<file path="src/rtl/hostif_pkg.sv">
package hostif_pkg;
    localparam int ADDR_W     = 7;
    localparam int DATA_W     = 8;
    localparam int FRAME_BITS = ADDR_W + 1 + DATA_W;
    localparam int RW_SLOT    = ADDR_W;
    localparam int DATA_FIRST = ADDR_W + 1;
    localparam int CNT_W      = $clog2(FRAME_BITS + 1);

    localparam int NSCR      = 8;
    localparam int SCR_BASE  = 0;
    localparam int GPO_ADDR  = 8;
    localparam int GPI_ADDR  = 9;
    localparam int STAT_BASE = 10;
    localparam int NSTAT     = 2;
    localparam int RSV_BASE  = 12;
    localparam int RSV_N     = 4;

    typedef logic [ADDR_W-1:0] addr_t;
    typedef logic [DATA_W-1:0] byte_t;

    typedef enum logic [2:0] {
        RG_NONE, RG_SCR, RG_GPO, RG_GPI, RG_STAT, RG_RSV
    } region_e;

    typedef struct packed {
        addr_t addr;
        logic  rw;
        logic  valid;
        byte_t wbuf;
        byte_t rsh;
    } frame_t;

    function automatic region_e region_of(addr_t a);
        int v;
        v = int'(a);
        if (v >= SCR_BASE && v < SCR_BASE + NSCR)     return RG_SCR;
        if (v == GPO_ADDR)                            return RG_GPO;
        if (v == GPI_ADDR)                            return RG_GPI;
        if (v >= STAT_BASE && v < STAT_BASE + NSTAT)  return RG_STAT;
        if (v >= RSV_BASE && v < RSV_BASE + RSV_N)    return RG_RSV;
        return RG_NONE;
    endfunction

    function automatic logic is_readable(region_e r);
        return (r == RG_SCR) || (r == RG_GPO) || (r == RG_GPI) || (r == RG_STAT);
    endfunction

    function automatic logic is_writable(region_e r);
        return (r == RG_SCR) || (r == RG_GPO);
    endfunction
endpackage

</file>
<file path="src/rtl/hostif_sync.sv">
module hostif_sync #(
    parameter int W       = 1,
    parameter int STAGES  = 2,
    parameter logic [W-1:0] RST_VAL = '0
) (
    input  logic         clk,
    input  logic         rst,
    input  logic [W-1:0] d,
    output logic [W-1:0] q
);
    logic [W-1:0] stg [STAGES];

    generate
        for (genvar s = 0; s < STAGES; s++) begin : g_stage
            always_ff @(posedge clk) begin
                if (rst)         stg[s] <= RST_VAL;
                else if (s == 0) stg[s] <= d;
                else             stg[s] <= stg[(s > 0) ? s - 1 : 0];
            end
        end
    endgenerate

    assign q = stg[STAGES-1];
endmodule

</file>
<file path="src/rtl/hostif_frame.sv">
module hostif_frame
    import hostif_pkg::*;
(
    input  logic  clk,
    input  logic  rst,
    input  logic  cs_n_s,
    input  logic  sck_s,
    input  logic  sdi_s,
    input  byte_t rd_data,
    input  logic  rd_valid,
    output addr_t addr,
    output logic  wr_en,
    output byte_t wr_data,
    output logic  sdo,
    output logic  sdo_oe
);
    logic             sck_d;
    logic             rise, fall, cs_act;
    logic [CNT_W-1:0] cnt;
    frame_t           fr;

    assign cs_act = !cs_n_s;
    assign rise   = cs_act && sck_s && !sck_d;
    assign fall   = cs_act && !sck_s && sck_d;

    always_ff @(posedge clk) begin
        if (rst) sck_d <= 1'b0;
        else     sck_d <= sck_s;
    end

    always_ff @(posedge clk) begin
        if (rst || !cs_act) begin
            cnt    <= '0;
            fr.rw  <= 1'b0;
            fr.valid <= 1'b0;
            sdo_oe <= 1'b0;
            if (rst) begin
                fr.addr <= '0;
                fr.wbuf <= '0;
                fr.rsh  <= '0;
                sdo     <= 1'b0;
            end
        end else begin
            if (rise && cnt < CNT_W'(FRAME_BITS)) begin
                cnt <= cnt + 1'b1;
                if (cnt < CNT_W'(RW_SLOT)) begin
                    fr.addr <= {sdi_s, fr.addr[ADDR_W-1:1]};
                end else if (cnt == CNT_W'(RW_SLOT)) begin
                    fr.rw    <= sdi_s;
                    fr.valid <= rd_valid;
                    fr.rsh   <= rd_data;
                end else begin
                    fr.wbuf <= {sdi_s, fr.wbuf[DATA_W-1:1]};
                end
            end
            if (fall) begin
                if (fr.rw && fr.valid && cnt >= CNT_W'(DATA_FIRST) && cnt < CNT_W'(FRAME_BITS)) begin
                    sdo_oe <= 1'b1;
                    sdo    <= fr.rsh[0];
                    fr.rsh <= fr.rsh >> 1;
                end else begin
                    sdo_oe <= 1'b0;
                end
            end
        end
    end

    assign addr    = fr.addr;
    assign wr_en   = rise && !fr.rw && cnt == CNT_W'(FRAME_BITS - 1);
    assign wr_data = {sdi_s, fr.wbuf[DATA_W-1:1]};

    // releasing chip select silences the output on the next cycle
    p_oe_release_r3: assert property (@(posedge clk) disable iff (rst)
        !cs_act |=> !sdo_oe);
    // serial output moves only after a falling serial clock edge
    p_sdo_on_fall_r2: assert property (@(posedge clk) disable iff (rst)
        (sdo != $past(sdo)) |-> $past(fall));
    // counter stops at the frame length
    p_cnt_limit_r11: assert property (@(posedge clk) disable iff (rst)
        cnt <= CNT_W'(FRAME_BITS));
endmodule

</file>
<file path="src/rtl/hostif_regfile.sv">
module hostif_regfile
    import hostif_pkg::*;
(
    input  logic                  clk,
    input  logic                  rst,
    input  addr_t                 addr,
    input  logic                  wr_en,
    input  byte_t                 wr_data,
    input  byte_t                 gpi,
    input  logic [NSTAT*DATA_W-1:0] stat_in,
    output byte_t                 rd_data,
    output logic                  rd_valid,
    output byte_t                 gpo
);
    localparam int SCR_IW = $clog2(NSCR);

    byte_t   scr [NSCR];
    byte_t   gpo_q;
    byte_t   stat_b [NSTAT];
    region_e reg_sel;

    assign reg_sel = region_of(addr);

    generate
        for (genvar k = 0; k < NSTAT; k++) begin : g_stat
            assign stat_b[k] = stat_in[k*DATA_W +: DATA_W];
        end
        for (genvar k = 0; k < NSCR; k++) begin : g_scr
            always_ff @(posedge clk) begin
                if (rst) scr[k] <= '0;
                else if (wr_en && reg_sel == RG_SCR && addr[SCR_IW-1:0] == SCR_IW'(k))
                    scr[k] <= wr_data;
            end
        end
    endgenerate

    always_ff @(posedge clk) begin
        if (rst)                              gpo_q <= '0;
        else if (wr_en && reg_sel == RG_GPO)  gpo_q <= wr_data;
    end

    always_comb begin
        rd_data = '0;
        unique case (reg_sel)
            RG_SCR:  rd_data = scr[addr[SCR_IW-1:0]];
            RG_GPO:  rd_data = gpo_q;
            RG_GPI:  rd_data = gpi;
            RG_STAT: begin
                for (int k = 0; k < NSTAT; k++)
                    if (addr == ADDR_W'(STAT_BASE + k)) rd_data = stat_b[k];
            end
            default: rd_data = '0;
        endcase
    end

    assign rd_valid = is_readable(reg_sel);
    assign gpo      = gpo_q;

    // the output byte holds unless a write commits
    p_gpo_hold_r4: assert property (@(posedge clk) disable iff (rst)
        !wr_en |=> $stable(gpo_q));
    // reset clears the output byte
    p_reset_gpo_r5: assert property (@(posedge clk)
        rst |=> gpo_q == '0);
endmodule

</file>
<file path="src/rtl/host_serial_regs.sv">
module host_serial_regs
    import hostif_pkg::*;
#(
    parameter int SYNC_STAGES = 2
) (
    input  logic        clk,
    input  logic        rst,
    input  logic        cs_n,
    input  logic        sck,
    input  logic        sdi,
    input  logic [7:0]  gpi,
    input  logic [15:0] stat_in,
    output logic        sdo,
    output logic        sdo_oe,
    output logic [7:0]  gpo
);
    logic [2:0] pins_s;
    addr_t      addr;
    logic       wr_en, rd_valid;
    byte_t      wr_data, rd_data;

    hostif_sync #(.W(3), .STAGES(SYNC_STAGES), .RST_VAL(3'b100)) u_sync (
        .clk (clk), .rst (rst),
        .d   ({cs_n, sck, sdi}),
        .q   (pins_s)
    );

    hostif_frame u_frame (
        .clk      (clk),       .rst     (rst),
        .cs_n_s   (pins_s[2]), .sck_s   (pins_s[1]), .sdi_s (pins_s[0]),
        .rd_data  (rd_data),   .rd_valid(rd_valid),
        .addr     (addr),      .wr_en   (wr_en),     .wr_data(wr_data),
        .sdo      (sdo),       .sdo_oe  (sdo_oe)
    );

    hostif_regfile u_regs (
        .clk     (clk),     .rst     (rst),
        .addr    (addr),    .wr_en   (wr_en),   .wr_data (wr_data),
        .gpi     (gpi),     .stat_in (stat_in),
        .rd_data (rd_data), .rd_valid(rd_valid), .gpo    (gpo)
    );

    // output enable only for a readable address
    p_oe_valid_r6: assert property (@(posedge clk) disable iff (rst)
        sdo_oe |-> rd_valid);
    // output enable low after reset
    p_reset_oe_r5: assert property (@(posedge clk)
        rst |=> !sdo_oe);
endmodule

</file>
<file path="config.mk">
export PLATFORM = sky130hd
export DESIGN_NAME = host_serial_regs
export DESIGN_NICKNAME = d
export VERILOG_FILES = /design/src/rtl/hostif_pkg.sv /design/src/rtl/hostif_sync.sv /design/src/rtl/hostif_frame.sv /design/src/rtl/hostif_regfile.sv /design/src/rtl/host_serial_regs.sv
export SDC_FILE = /design/constraint.sdc
export NUM_CORES = 1
export LEC_CHECK = 0
export ABC_AREA = 0
export BUFFER_PORTS_ARGS = -buffer_cell sky130_fd_sc_hd__buf_4
export CAP_MARGIN = 20
export CORE_AREA = 8 8 110 112
export CTS_CLUSTER_DIAMETER = 40
export DETAILED_ROUTE_END_ITERATION = 8
export DIE_AREA = 0 0 118 120
export HOLD_SLACK_MARGIN = 0.05
export PLACE_DENSITY = 0.75
export REMOVE_ABC_BUFFERS = 1
export SYNTH_ARGS = -nofsm -noshare
export SYNTH_HDL_FRONTEND = slang
export SYNTH_SLANG_ARGS = --single-unit
export TNS_END_PERCENT = 1
</file>
<file path="constraint.sdc">
create_clock -name clk -period 2.05 [get_ports clk]
set_input_delay 0.205 -clock clk [delete_from_list [all_inputs] [get_ports clk]]
set_output_delay 0.205 -clock clk [all_outputs]
set_load 0.1 [all_outputs]
</file>
==> results of run 1 <==
==> through the flow <==
stage / setup WS [ns] / TNS (ns) / cell area [µm²] / util
2_1_floorplan: -0.155 / -9.93 / 5400 / -
5_1_grt: -0.00719 / -0.0585 / 6750 / 0.643
3_3_place_gp: 0.0607 / 0 / 6110 / 0.581
6_report: 0.0750 / 0 / 6750 / 0.643
3_5_place_dp: -0.0230 / -0.183 / 6110 / 0.581
4_1_cts: 0.0494 / 0 / 6710 / 0.639
==> worst max-delay path: cells and delay by family (launching register included) <==
family        cells  cell delay, ns
simple gates      4            1.09
flops             1            0.35
buf+inv           2            0.39
==> layout make-up <==
class | count | area share
clock buffers | 29 | 0.0787
clock inverters | 3 | 0.00241
inverters | 3 | 0.00167
multi-input cells | 268 | 0.338
flip-flops and latches | 113 | 0.464
well taps | 140 | 0.0259
repair buffers | 77 | 0.0886
==> flip-flops by register name (all words and copies together), names as in the netlist, named ones only <==
name	count
u_frame.sdo_oe	1
u_frame.fr	10
u_frame.cnt	5
u_frame.sck_d	1
u_sync.stg	6
u_frame.wr_data	7
u_regs.scr	64
u_frame.addr	7
u_regs.gpo	8
u_frame.sdo	1
==> metal layers <==
metal / wire [µm] / share of wire
met3: 965 / 0.074
met1: 5370 / 0.41
met2: 6510 / 0.50
met5: 0 / 0
met4: 196 / 0.015
==> where the power goes <==
group | switching, mW | internal, mW | total (mW)
Combinational | 0.148 | 0.149 | 0.297
Sequential | 0.0599 | 2.54 | 2.60
Clock | 0.962 | 1.72 | 2.69
Total | 1.17 | 4.41 | 5.58
==> how the worst min path moves through the flow <==
| stage | slack, ns | depth (start not counted) | end | startpoint |
|---|---|---|---|---|
| 2_1_floorplan | 0.27 | 1 | u_regs.gpo[0] | rst |
| 3_3_place_gp | 0.40 | 2 | u_sync.stg[0][2] | cs_n |
| 3_5_place_dp | 0.40 | 2 | u_sync.stg[0][2] | cs_n |
| 4_1_cts | 0.13 | 4 | u_frame.cnt[3] | rst |
| 5_1_grt | 0.15 | 4 | u_frame.cnt[3] | rst |
| 6_report | 0.14 | 4 | u_frame.cnt[3] | rst |
==> synth_stat cells (5+ instances only) <==
library cell,number,area [µm²]
buf_2,11,55.1
mux2_2,7,78.8
dfxtp_1,26,521
nor2_1,8,30.0
or2_2,6,37.5
and2_1,72,450
a21oi_1,13,65.1
edfxtp_1,87,2610
clkbuf_1,8,30.0
mux2i_1,11,110
nand3_1,15,75.1
mux4_2,21,473
nor2b_1,7,43.8
and3_1,9,56.3
nor3_4,8,130
nand2b_1,5,31.3
nand2_1,11,41.3
o21bai_1,9,67.6
o21ai_0,9,45.0
nand4_1,14,87.6
==> cell families after synthesis <==
family | Yosys count
buf+inv | 24
simple gates | 176
compound gates | 49
mux | 39
xor+xnor | 1
flops | 113
fa+ha+maj | 3
==> timing repair <==
item                                   in CTS  in global routing
resized for setup                           1                  8
pin swaps                                   1                  8
setup endpoints to repair                  32                104
endpoints found under the hold margin       3                  0
setup buffers                               3                  1
hold buffers                                3                  0
==> reports/results.txt, run 1 <==
The post-synthesis share of cell area spent on xor and xnor gates is 0.00159. The number of synthesis warnings was 0; the synthesis-to-layout area growth was 22.9%. Worst clock skew: 0.00743 ns. The worst setup path is of the register to register kind. The delay of the slowest cell on the worst path was 0.47 ns; the worst endpoint data arrival time was 2.36 ns. The tools report the met2 routing resource usage after global routing as 0.314.

The compound-gate portion of the synthesized area works out to 0.0588. The run gives 0 as the number of antenna violations at the first check in global routing. CTS clock-pin slew for the worst setup and hold paths: 0.06 ns. The worst-case reg-to-reg path depth was 6; the detailed placement HPWL was 8960 µm. For the pin with the worst max-slew slack, the measured transition is 0.549 ns.

The critical path starts at u_sync.stg[1][2]. The final max-slew violation count was 0; the fraction of synthesis flops using an asynchronous set or reset pin was 0. Number of fill cells in the layout: 776. The die is 118 µm wide. The die is 120 µm tall.

The final cell count without fillers was 633; the count of distinct cell types in the synthesized netlist was 56. The area occupied by multi-input gates is 2280 µm², and the number of global-route vias before repair is 3,721. The number of storage elements in the synthesis netlist was 113. The number of sinks handled by clock tree synthesis was 113.

The run gives 506 MHz as the fmax. The final period utilization came out at 0.963. Synthesis produced 405 cells. The total overflow left after global routing is 0. Power spread over the standard cell area amounts to 826 nW/µm². Final number of setup-violating endpoints: 0. The most used flip-flop cell after synthesis is edfxtp_1.

The relative max-transition margin was 0.632; the number of placed cells counting well taps was 594. The worst path in the final design needs a cycle of 1.97 ns, including I/O delays and setup. The mean instance size in the synthesized netlist works out to 13.6 µm².

The tools report the met3 usage as 0.0456. The worst min-delay path category was primary input to register. The worst setup path is captured at a register. For the wire length of the first global-routing pass, the log shows 20,300 µm. The slack of the worst reg-to-reg path is 0.08 ns. The flow ran to the end, and the final reports show no timing, DRC or antenna violations. Clock tree root driver cell: clkbuf_8. Wire length per cell: 20.6 µm.

TritonCTS built the clock tree. Summing all flip-flop and latch instances after layout gives 3140 µm². The area of the core was 10,500 µm²; the worst hold slack across all endpoints was 0.142 ns. The floorplan has 38 rows. The later pin in the worst-skew pair is clocked with a latency of 0.52 ns. The library cells used most frequently in the layout, excluding fill and tap cells, are edfxtp_1, buf_4, and2_1.

The adder-cell share of the synthesized area is 0.00683. The worst setup path is launched from a register. The most critical setup path has its endpoint at u_frame.fr[0]. The run gives 2.43 ns as the endpoint required time on the critical path. The final antenna diode count is 0. TritonCTS created 17 clock buffers.

Buffers placed on the I/O ports in this run total 38. The slowest stage of the critical path is the and4_1 cell. The sequential area share after synthesis is 0.570, and the total power is 5.58 mW. The starting DRC count in detailed routing is 367. Entering global routing, the biggest net connects 36 pins. The cell area after synthesis is 5490 µm².

The die covers 14,200 µm². The detail route stage leaves a number of antenna-violating nets equal to 0. The logs give 0 for the final hold violation count and 39 for the number of top-level pins.

The fraction of layout instances using a drive strength above 1 is 0.327, and the overall via count from detail_route is 3,706. The simple-gate share of the synthesized area is 0.222. Traced cell by cell, the critical path runs through buf_4, nor4b_2, and4_1, buf_4, nand4_1, nand4_1. The global routing met1 resource utilization is 0.238. The total DRC errors in the routed layout came out at 0. The largest vdd supply drop was 0.457 mV; the routed wire length was 13,000 µm. At the end of the flow, the number of nets in the layout was 512. Dividing the detail-routed via count by the number of cells gives 5.85. The clock passes through at most 2 buffers. Largest fanout on the critical path: 7. The tools report the overall fraction of global-route tracks in use as 0.190. The run gives 0.801 as the final weighted congestion of routability-driven global placement. The run gives 0.523 as the initial core utilization. By area, the combinational part of the netlist is dominated by simple AND/OR/NAND/NOR gates. The mux cell area share after synthesis was 0.121; the number of H-tree branching levels was 4. End of the worst register-to-register path: u_frame.fr[0]. The library cell used most frequently in the layout, excluding fill and tap cells, is edfxtp_1. Number of synthesized flops with an enable pin: 87. The analysis attributes to cell leakage a power of 2.50 nW.

The layer flagged by global routing as most heavily used is met2. The startpoint of the lowest-slack register-to-register path is u_sync.stg[1][2]. Setup repair after global routing could not meet its margin everywhere.

The reported max-cap violation count came out at 0. The pre-antenna-repair detailed-routing pass consisted of 9 iterations.
Note: power is estimated with default switching activity, not from simulation.
==> run 2: changes to the inputs <==
- CTS_BUF_LIST: default -> sky130_fd_sc_hd__clkbuf_4 sky130_fd_sc_hd__clkbuf_8 sky130_fd_sc_hd__clkbuf_16
==> run 2 against run 1 <==
Critical endpoint unchanged; first-iteration DRC count up 0.82%; clock skew up 0.00078 ns; worst setup slack worse by 0.027 ns; flip-flop and latch count unchanged; highest routed layer unchanged; power up 1.5%; count of clock-buffer cells in the layout unchanged.
==> reports/results.txt, run 2 (synthesis results as in run 1) <==
The critical path in this run is classified as register to register. The final antenna diode count was 0 (unchanged). The final worst slack is 0.0484 ns (-0.0266 ns), and the number of buffers on the longest clock path is 2 (unchanged).

The relative max-transition margin is 0.602 (-0.0306). The width of the chip is 118 µm (unchanged), and the source-to-sink clock delay at the later pin of the worst-skew pair is 0.52 ns (about the same). The run gives 2.43 ns (about the same) as the endpoint required time on the critical path. The worst slack at placement came out at -0.0230 ns (unchanged). The reported leakage power was 2.52 nW (+0.87%). For the number of top-level pins, the log shows 39 (unchanged). The tools report the number of H-tree branching levels as 4 (unchanged). The min-delay analysis places its worst path in the category primary input to register. The tools report the number of antenna violations at the first check in global routing as 0 (unchanged).

Leaving out fill and tap cells, the most frequent cells in the layout are edfxtp_1, buf_4, and2_1. The pin slew with the least headroom to its limit was 0.597 ns (+0.0480 ns); the total DRC errors in the routed layout was 0 (unchanged). CTS clock-pin slew for the worst setup and hold paths: 0.06 ns (about the same). The area of the core came out at 10,500 µm² (unchanged). STA classifies the critical path endpoint as a register. The buffer and inverter count on the worst path is 2 (unchanged).

The number of buffers inserted by port buffering was 38 (unchanged); the total power was 5.67 mW (+1.5%). The number of sinks handled by clock tree synthesis is 113 (unchanged). The detailed placement HPWL was 8960 µm (unchanged).

Leaving out fill and tap cells, the most frequent cell in the layout is edfxtp_1. The flow ran to the end, and the final reports show no timing, DRC or antenna violations. The critical-path cell with the highest stage delay was and4_1. For the total iterations of the first detailed-routing run, the log shows 5 (-4). The number of global-route vias before repair was 3,690 (-0.83%); the vertical die dimension was 120 µm (unchanged). The starting DRC count in detailed routing came out at 370 (+0.82%).

Counting flops per register, the top entry is u_regs.scr. Number of buffers inserted during clock tree synthesis: 17 (unchanged). The floorplan die area is 14,200 µm² (unchanged), and the final period utilization is 0.976 (+0.0130).

The post-layout minimum cycle time came out at 2.00 ns (+0.0266 ns). The initial core utilization was 0.523 (unchanged). The total grt overflow is 0 (unchanged), and the worst endpoint data arrival time is 2.38 ns (+0.02 ns). The logs give 20,300 µm (-0.13%) for the wire length of the first global-routing pass and 38 (unchanged) for the count of standard-cell rows. The logs give 0 (unchanged) for the final hold violation count and 500 MHz (-1.3%) for the fmax. The power per cell area came out at 836 nW/µm² (+1.1%). Setup repair after global routing could not meet its margin everywhere. The final layout net count was 512 (unchanged); the synthesis-to-layout area growth was 23.4%. Largest net degree at the start of global routing: 36 (unchanged). The run gives 3,716 (+0.27%) as the overall via count from detail_route. The largest fanout on the critical path is 7 (unchanged), and the per-cell via count in the routed design is 5.87 (+0.27%). TritonCTS built the clock tree. The reported max-cap violation count is 0 (unchanged), and the fraction of layout instances using a drive strength above 1 is 0.341 (+0.0142). The routed wire length is 13,100 µm (+0.14%), and the final number of setup-violating endpoints is 0 (unchanged). The number of flip-flops in the largest register works out to 64 (unchanged). Delay of the slowest cell on the worst path: 0.48 ns (about the same). The overall fraction of global-route tracks in use is 0.191 (+0.000350), and the largest vdd supply drop is 0.528 mV (+16%). The tools report the final max-slew violation count as 0 (unchanged).

The worst setup path is launched from a register. The run gives 0.801 (unchanged) as the final weighted congestion of routability-driven global placement. For the worst clock skew, the log shows 0.00821 ns (+0.000780 ns).

The critical path goes through buf_4, nor4b_2, and4_1, buf_4, nand4_1, nand4_1. In this design, the largest share of critical-path delay is due to simple AND/OR/NAND/NOR gates. The wire length per cell is 20.6 µm (+0.14%).

Clock tree root driver cell: clkbuf_8. The final antenna-violating net count is 0 (unchanged).
-- run 2: changes by cell type in the layout (fill, tap and decap cells not counted) --
cell,previous run,this run
clkbuf_4,0,7
clkbuf_1,7,0
-- run 2: final timing paths --
kind	slack, ns	depth (start not counted)	from	to
worst max-delay path	0.05	6	u_sync.stg[1][2]	u_frame.fr[0]
worst min-delay path	0.14	4	rst	u_frame.cnt[3]
worst max register to register	0.05	6	u_sync.stg[1][2]	u_frame.fr[0]
worst min register to register	0.41	1	u_sync.stg[0][2]	u_sync.stg[1][2]
-- run 2: where the power goes --
part	total, mW	leakage, nW	switching [mW]	internal [mW]
logic	0.297	1.13	0.148	0.149
clock network	2.77	0.295	0.953	1.82
registers	2.60	1.10	0.0614	2.54
-- run 2: what timing repair did --
item                                   in CTS  in global routing
hold buffers                                3                  0
resized for setup                           1                  8
buffers inserted                            3                  1
endpoints found under the hold margin       3                  0
pin swaps                                   2                  7
setup endpoints to repair                  65                111
-- run 2: per-stage QoR --
step / instances / instance area, µm² / setup TNS (ns) / hold slack, ns / utilization
3_5_place_dp: 594 / 6110 / -0.183 / 0.400 / 0.581
6_report: 633 / 6780 / 0 / 0.142 / 0.645
5_1_grt: 633 / 6780 / -0.118 / 0.157 / 0.645
2_1_floorplan: 384 / 5400 / -9.93 / 0.274 / -
4_1_cts: 632 / 6740 / 0 / 0.125 / 0.641
3_3_place_gp: 594 / 6110 / 0 / 0.396 / 0.581
-- run 2: worst min-delay path, delay by kind of cell --
kind / cells / cell delay (ns)
buffers and inverters: 2 / 0.26
AND/OR/NAND/NOR: 1 / 0.05
AO/OA/AOI/OAI: 1 / 0.10
-- run 2: cell type report --
cell class	count	area, µm²
Tap cell	140	175
Inverter	3	11.3
Fill cell	761	3730
Sequential cell	113	3140
Clock inverter	3	16.3
Clock buffer	29	558
Timing Repair Buffer	77	598
Multi-Input combinational cell	268	2280
-- run 2: per-layer routing --
metal / vias up / GRT usage / part of all wire
met2: 144 / 0.312 / 0.50
li1: 1698 / - / -
met5: - / 0 / 0
met4: 0 / 0.0841 / 0.015
met1: 1858 / 0.240 / 0.41
met3: 16 / 0.0413 / 0.071
